## src/rtl/gpio_pkg.sv

```systemverilog
package gpio_pkg;
  localparam int unsigned PIN_W   = 32;
  localparam int unsigned BUS_AW  = 8;
  localparam int unsigned OFS_W   = 4;
  localparam int unsigned NUM_GRP = 8;

  // group index = addr[7:4]; detector and pads depend on this order only via names
  localparam int unsigned G_DOUT = 0;
  localparam int unsigned G_DIN  = 1;
  localparam int unsigned G_OE   = 2;
  localparam int unsigned G_SEL  = 3;
  localparam int unsigned G_EN   = 4;
  localparam int unsigned G_LVL  = 5;
  localparam int unsigned G_POL  = 6;
  localparam int unsigned G_STAT = 7;

  typedef enum logic [1:0] {
    OP_LOAD = 2'd0,
    OP_SET  = 2'd1,
    OP_CLR  = 2'd2,
    OP_NONE = 2'd3
  } reg_op_e;

  function automatic reg_op_e decode_op(input logic [OFS_W-1:0] ofs);
    case (ofs)
      4'h0:    return OP_LOAD;
      4'h4:    return OP_SET;
      4'h8:    return OP_CLR;
      default: return OP_NONE;
    endcase
  endfunction
endpackage

```

## src/rtl/gpio_ctrl_reg.sv

```systemverilog
module gpio_ctrl_reg
  import gpio_pkg::*;
#(
  parameter int unsigned W = PIN_W
) (
  input  logic         clk_i,
  input  logic         rst_ni,
  input  logic         wr_i,
  input  reg_op_e      op_i,
  input  logic [W-1:0] wdata_i,
  output logic [W-1:0] q_o
);
  logic [W-1:0] q_q;

  always_ff @(posedge clk_i or negedge rst_ni) begin
    if (!rst_ni) begin
      q_q <= '0;
    end else if (wr_i) begin
      unique case (op_i)
        OP_LOAD: q_q <= wdata_i;
        OP_SET:  q_q <= q_q | wdata_i;
        OP_CLR:  q_q <= q_q & ~wdata_i;
        default: q_q <= q_q;
      endcase
    end
  end

  assign q_o = q_q;
endmodule

```

## src/rtl/gpio_sync.sv

```systemverilog
module gpio_sync #(
  parameter int unsigned W      = 32,
  parameter int unsigned STAGES = 2
) (
  input  logic         clk_i,
  input  logic         rst_ni,
  input  logic [W-1:0] pins_i,
  output logic [W-1:0] sync_o,
  output logic [W-1:0] prev_o
);
  localparam int unsigned DEPTH = STAGES + 1;

  logic [W-1:0] stg_q [DEPTH];

  always_ff @(posedge clk_i or negedge rst_ni) begin
    if (!rst_ni) begin
      for (int i = 0; i < DEPTH; i++) stg_q[i] <= '0;
    end else begin
      stg_q[0] <= pins_i;
      for (int i = 1; i < DEPTH; i++) stg_q[i] <= stg_q[i-1];
    end
  end

  assign sync_o = stg_q[STAGES-1];
  assign prev_o = stg_q[STAGES];
endmodule

```

## src/rtl/gpio_irq_detect.sv

```systemverilog
module gpio_irq_detect #(
  parameter int unsigned W = 32
) (
  input  logic         clk_i,
  input  logic         rst_ni,
  input  logic [W-1:0] sync_i,
  input  logic [W-1:0] prev_i,
  input  logic [W-1:0] sel_i,
  input  logic [W-1:0] lvl_i,
  input  logic [W-1:0] pol_i,
  input  logic [W-1:0] clr_i,
  output logic [W-1:0] stat_o
);
  logic [W-1:0] hit;
  logic [W-1:0] stat_q;

  for (genvar i = 0; i < W; i++) begin : g_pin
    logic act_now, act_was;
    // polarity folds rising/high and falling/low into one active sense
    assign act_now = pol_i[i] ? sync_i[i] : ~sync_i[i];
    assign act_was = pol_i[i] ? prev_i[i] : ~prev_i[i];
    assign hit[i]  = sel_i[i] & (lvl_i[i] ? act_now : (act_now & ~act_was));
  end

  // new event wins over a same-cycle clear
  always_ff @(posedge clk_i or negedge rst_ni) begin
    if (!rst_ni) stat_q <= '0;
    else         stat_q <= (stat_q & ~clr_i) | hit;
  end

  assign stat_o = stat_q;
endmodule

```

## src/rtl/gpio_bank.sv

```systemverilog
module gpio_bank
  import gpio_pkg::*;
#(
  parameter int unsigned N_PINS      = PIN_W,
  parameter int unsigned ADDR_W      = BUS_AW,
  parameter int unsigned SYNC_STAGES = 2
) (
  input  logic              clk_i,
  input  logic              rst_ni,
  input  logic [ADDR_W-1:0] addr_i,
  input  logic              we_i,
  input  logic [N_PINS-1:0] wdata_i,
  output logic [N_PINS-1:0] rdata_o,
  input  logic [N_PINS-1:0] pins_i,
  output logic [N_PINS-1:0] dout_o,
  output logic [N_PINS-1:0] oe_o,
  output logic              irq_o
);
  localparam int unsigned GRP_AW = ADDR_W - OFS_W;
  localparam int unsigned GRP_IW = $clog2(NUM_GRP);

  logic [GRP_AW-1:0] grp;
  logic [OFS_W-1:0]  ofs;
  reg_op_e           op;
  logic              grp_ok;
  logic [N_PINS-1:0] grp_val [NUM_GRP];
  logic [N_PINS-1:0] sync_w, prev_w, stat_w, clr_w;
  logic [N_PINS-1:0] sel_w, en_w, lvl_w, pol_w;

  assign grp    = addr_i[ADDR_W-1:OFS_W];
  assign ofs    = addr_i[OFS_W-1:0];
  assign op     = decode_op(ofs);
  assign grp_ok = (32'(grp) < NUM_GRP);

  for (genvar g = 0; g < NUM_GRP; g++) begin : g_grp
    if (g == G_DIN) begin : g_din
      assign grp_val[g] = sync_w;
    end else if (g == G_STAT) begin : g_stat
      assign grp_val[g] = stat_w;
    end else begin : g_ctrl
      logic wr;
      assign wr = we_i && (op != OP_NONE) && (grp == GRP_AW'(g));
      gpio_ctrl_reg #(.W(N_PINS)) u_reg (
        .clk_i  (clk_i),
        .rst_ni (rst_ni),
        .wr_i   (wr),
        .op_i   (op),
        .wdata_i(wdata_i),
        .q_o    (grp_val[g])
      );
    end
  end

  assign sel_w  = grp_val[G_SEL];
  assign en_w   = grp_val[G_EN];
  assign lvl_w  = grp_val[G_LVL];
  assign pol_w  = grp_val[G_POL];
  assign dout_o = grp_val[G_DOUT];
  assign oe_o   = grp_val[G_OE];

  assign clr_w = (we_i && op == OP_CLR && grp == GRP_AW'(G_STAT)) ? wdata_i : '0;

  gpio_sync #(.W(N_PINS), .STAGES(SYNC_STAGES)) u_sync (
    .clk_i (clk_i),
    .rst_ni(rst_ni),
    .pins_i(pins_i),
    .sync_o(sync_w),
    .prev_o(prev_w)
  );

  gpio_irq_detect #(.W(N_PINS)) u_det (
    .clk_i (clk_i),
    .rst_ni(rst_ni),
    .sync_i(sync_w),
    .prev_i(prev_w),
    .sel_i (sel_w),
    .lvl_i (lvl_w),
    .pol_i (pol_w),
    .clr_i (clr_w),
    .stat_o(stat_w)
  );

  always_comb begin
    rdata_o = '0;
    if (grp_ok && op != OP_NONE) rdata_o = grp_val[grp[GRP_IW-1:0]];
  end

  assign irq_o = |(stat_w & en_w);
endmodule

```

## config.mk

```make
export PLATFORM = sky130hd
export DESIGN_NAME = gpio_bank
export DESIGN_NICKNAME = d
export VERILOG_FILES = /design/src/rtl/gpio_pkg.sv /design/src/rtl/gpio_ctrl_reg.sv /design/src/rtl/gpio_sync.sv /design/src/rtl/gpio_irq_detect.sv /design/src/rtl/gpio_bank.sv
export SDC_FILE = /design/constraint.sdc
export NUM_CORES = 1
export LEC_CHECK = 0
export CORE_UTILIZATION = 55
export DETAILED_ROUTE_END_ITERATION = 16
export PLACE_DENSITY = 0.82
export SYNTH_ARGS = -nofsm -noshare
export SYNTH_HDL_FRONTEND = slang
export SYNTH_SLANG_ARGS = --single-unit
```

## constraint.sdc

```tcl
create_clock -name clk_i -period 6.37 [get_ports clk_i]
set_clock_uncertainty 0.15 [all_clocks]
set_input_delay 1.274 -clock clk_i [delete_from_list [all_inputs] [get_ports clk_i]]
set_output_delay 1.274 -clock clk_i [all_outputs]
set_load 0.005 [all_outputs]
```

==> results.md <==
* Outcome: finished, final reports clean
* Setup violators final at 0
* Final WL at ~48000 µm
* F_max at 192 MHz
* Post-Syn Nets at 1402
* Register area share after synthesis at 51.8%
* Initial DRC Count at 1802
* Internal Pwr Total at roughly 4.0 mW
* # port buffers at 171
* Worst rel slew slack at 21.2%
* Gpl congestion at 0.911
* Comb pwr share at 15.8%
* Core ar. at between 20000 and 30000 µm²
* Worst slew pin tran at 1.18 ns
* Synth cell types at 37
* Vias post-DR at 13053
* # nets final at 1513
* Final Hold Viols at 0
* Reg power frac at 44.3%
* Synthesized instance count at between 1000 and 1500
* FF+latch count, synth at 320
* Post_cts resized at 0
* FP Rows at 60
* Pre-CTS setup slack at about 1.2 ns
* Clock root cell: clkbuf_16
* Count of TritonRoute iterations in the first routing pass at 6
* Clock power share at between 30% and 40%
* Number of hold buffers added after cts at 0
* IO Pins at 172
* Critical Path End Type: output port
* Final TNS setup at 0 ns
* Yosys warns at 0
* Core Util, Final at between 60% and 70%
* Worst min path class: register to register
* RSZ-0062 raised after global routing: no
* WHS at approximately 0.19 ns
* CP Max Fanout at 18
* Die width at 170 µm
* Clock tree buffer depth at 3
* Commonest non-fill, non-tap cell in the layout: dfrtp_1
* Die Height at 170 µm
* Clk pin slew, worst setup/hold paths at 0.05 ns
* Synthesized area per cell at 11.7 µm²
* Leakage power at 7.53 nW
* Max Slew Vio Count at 0
* Async set or reset register ratio after synthesis at 100%
* Vias in the first global route at 13119
* Antenna Cells at 0
* CP startpoint kind: primary input
* Most frequent cells in the layout: dfrtp_1, a21oi_1, clkdlybuf4s50_1
* Filler instances at 1918
* Remaining DRCs at 0
* Minimum clock period at approximately 5.2 ns
* Routed Antenna Nets at 0
* Largest net degree at the start of global routing at 112
* Initial antenna violation count at 1
* Required @ worst endpoint at ~5.0 ns
* Routed WL per cell at 26.2 µm
* Kind of critical path: primary input to output port
* Share of layout cells above drive strength 1 at 11.3%
* EDFF count, synth at 0
* Setup ws final at roughly 1.2 ns
* Max_cap viols at 0
* P_sw at 1.48 mW
* Switch share at 27.1%
* Total gr overflow at 0
* # clock sinks at 320
* First-pass GRT wire length at around 75000 µm
* Synth Flop Type: dfrtp_1
* Tot GR Track Use at 33.9%
* DP HPWL at 28500 µm
* Setup Buffers After CTS at 0
* Fin crit share at 81.7%
* Num CTS Buffers at 36
* Worst vdd ir at 0.211 mV
* Cell area after synthesis at about 15000 µm²
* CTS tree: done
* Crit path arrival time at 3.78 ns
* Die area at 28800 µm²
* Syn-to-layout area delta at 19.7%
* Htree depth at 2
* Initial core utilization at 56.7%
* PwrDens at 296 nW/µm²
* Via density per instance at 7.13
* Clock Latency Late Sink at 0.51 ns
-- Yosys cell counts (all sizes together), types with 2 or more instances --
library cell  number  area, µm²
dfrtp            320       8010
a21oi            192        961
a41oi             99        867
a31oi             93        582
buf               75        475
nor2b             65        407
mux4              64       1440
nor2              63        236
clkbuf            52        195
nand4             36        225
nand2             33        124
nand2b            33        206
mux2i             32        320
o31ai             32        240
o2bb2ai           31        272
xnor2             31        272
xor2              31        272
a22oi             16        120
and3               6       37.5
ha                 3       37.5
inv                2       7.51
nor3               2       10.0
nor3b              2       15.0
nor4b              2       23.8
-- worst paths after layout --
path                                                from                end  slack, ns  depth (start not counted)
max reg2reg                g_grp[5].g_ctrl.u_reg.q_o[31]   u_det.stat_o[31]       5.22                          3
min in group asynchronous                         rst_ni  u_sync.prev_o[25]       0.65                          1
min                                     u_sync.stg_q[67]   u_sync.sync_o[3]       0.19                          0
max                                            addr_i[2]        rdata_o[30]       1.16                          9
min reg2reg                             u_sync.stg_q[67]   u_sync.sync_o[3]       0.19                          0
max in group asynchronous                         rst_ni   u_sync.stg_q[74]       4.30                          2
-- metrics by stage --
step	std cells	power (mW)	instance area, µm²
after floorplan	1324	2.90	15400
after global placement	1769	3.26	17300
after detailed placement	1769	3.30	17300
after CTS	1831	5.46	18500
after global routing	1831	5.65	18500
final	1831	5.47	18500
-- registers in the layout, summed over array words and instances (netlist names) --
signal / cells
u_sync.stg_q: 32
u_det.stat_o: 32
u_sync.prev_o: 32
u_sync.sync_o: 32
g_grp.g_ctrl.u_reg.q_o: 192
-- cell type report --
class,instances,area (µm²),share of cell area (%)
clock inverters,15,209,1.13
well taps,372,465,2.52
flip-flops and latches,320,8010,43.3
inverters,2,7.51,0.0406
clock buffers,47,1020,5.53
repair buffers,200,1970,10.7
multi-input cells,875,6810,36.8
-- worst max-delay path: stages --
cell and delay [ns]:
clkdlybuf4s50_1 0.57, nor4b_1 0.37, inv_1 0.13, ha_1 0.26, o41ai_4 0.09, nand2b_1 0.14, buf_4 0.24, nor2_1 0.16
clkdlybuf4s50_1 0.53
-- metal layers --
layer	global-route usage, %	share of wire, %	vias up
met5	0	0.017	-
met4	15.1	4.0	2
met3	8.68	12	174
met2	51.3	47	1025
met1	46.2	37	6525
li1	-	-	5327
-- power groups by stage --
stage	registers [mW]	logic [mW]	clock network [mW]
after global routing	2.44	0.938	2.27
after CTS	2.42	0.860	2.18
after detailed placement	2.45	0.850	0
after floorplan	2.38	0.517	0
after global placement	2.44	0.824	0
final	2.43	0.867	2.18
-- cell families (layout without fill, tap and decap cells) --
| family | count (synthesis) | count (layout) | share of synthesized area [%] |
|---|---|---|---|
| DFF | 320 | 320 | 51.8 |
| muxes | 96 | 96 | 11.4 |
| buffers and inverters | 129 | 264 | 4.39 |
| xor gates and xnor gates | 62 | 62 | 3.52 |
| adders and majority gates | 3 | 3 | 0.243 |
| AOI/OAI and AO/OA | 467 | 467 | 20.0 |
| and+or+nand+nor | 247 | 247 | 8.59 |
Power figures use the tool's default switching activity.
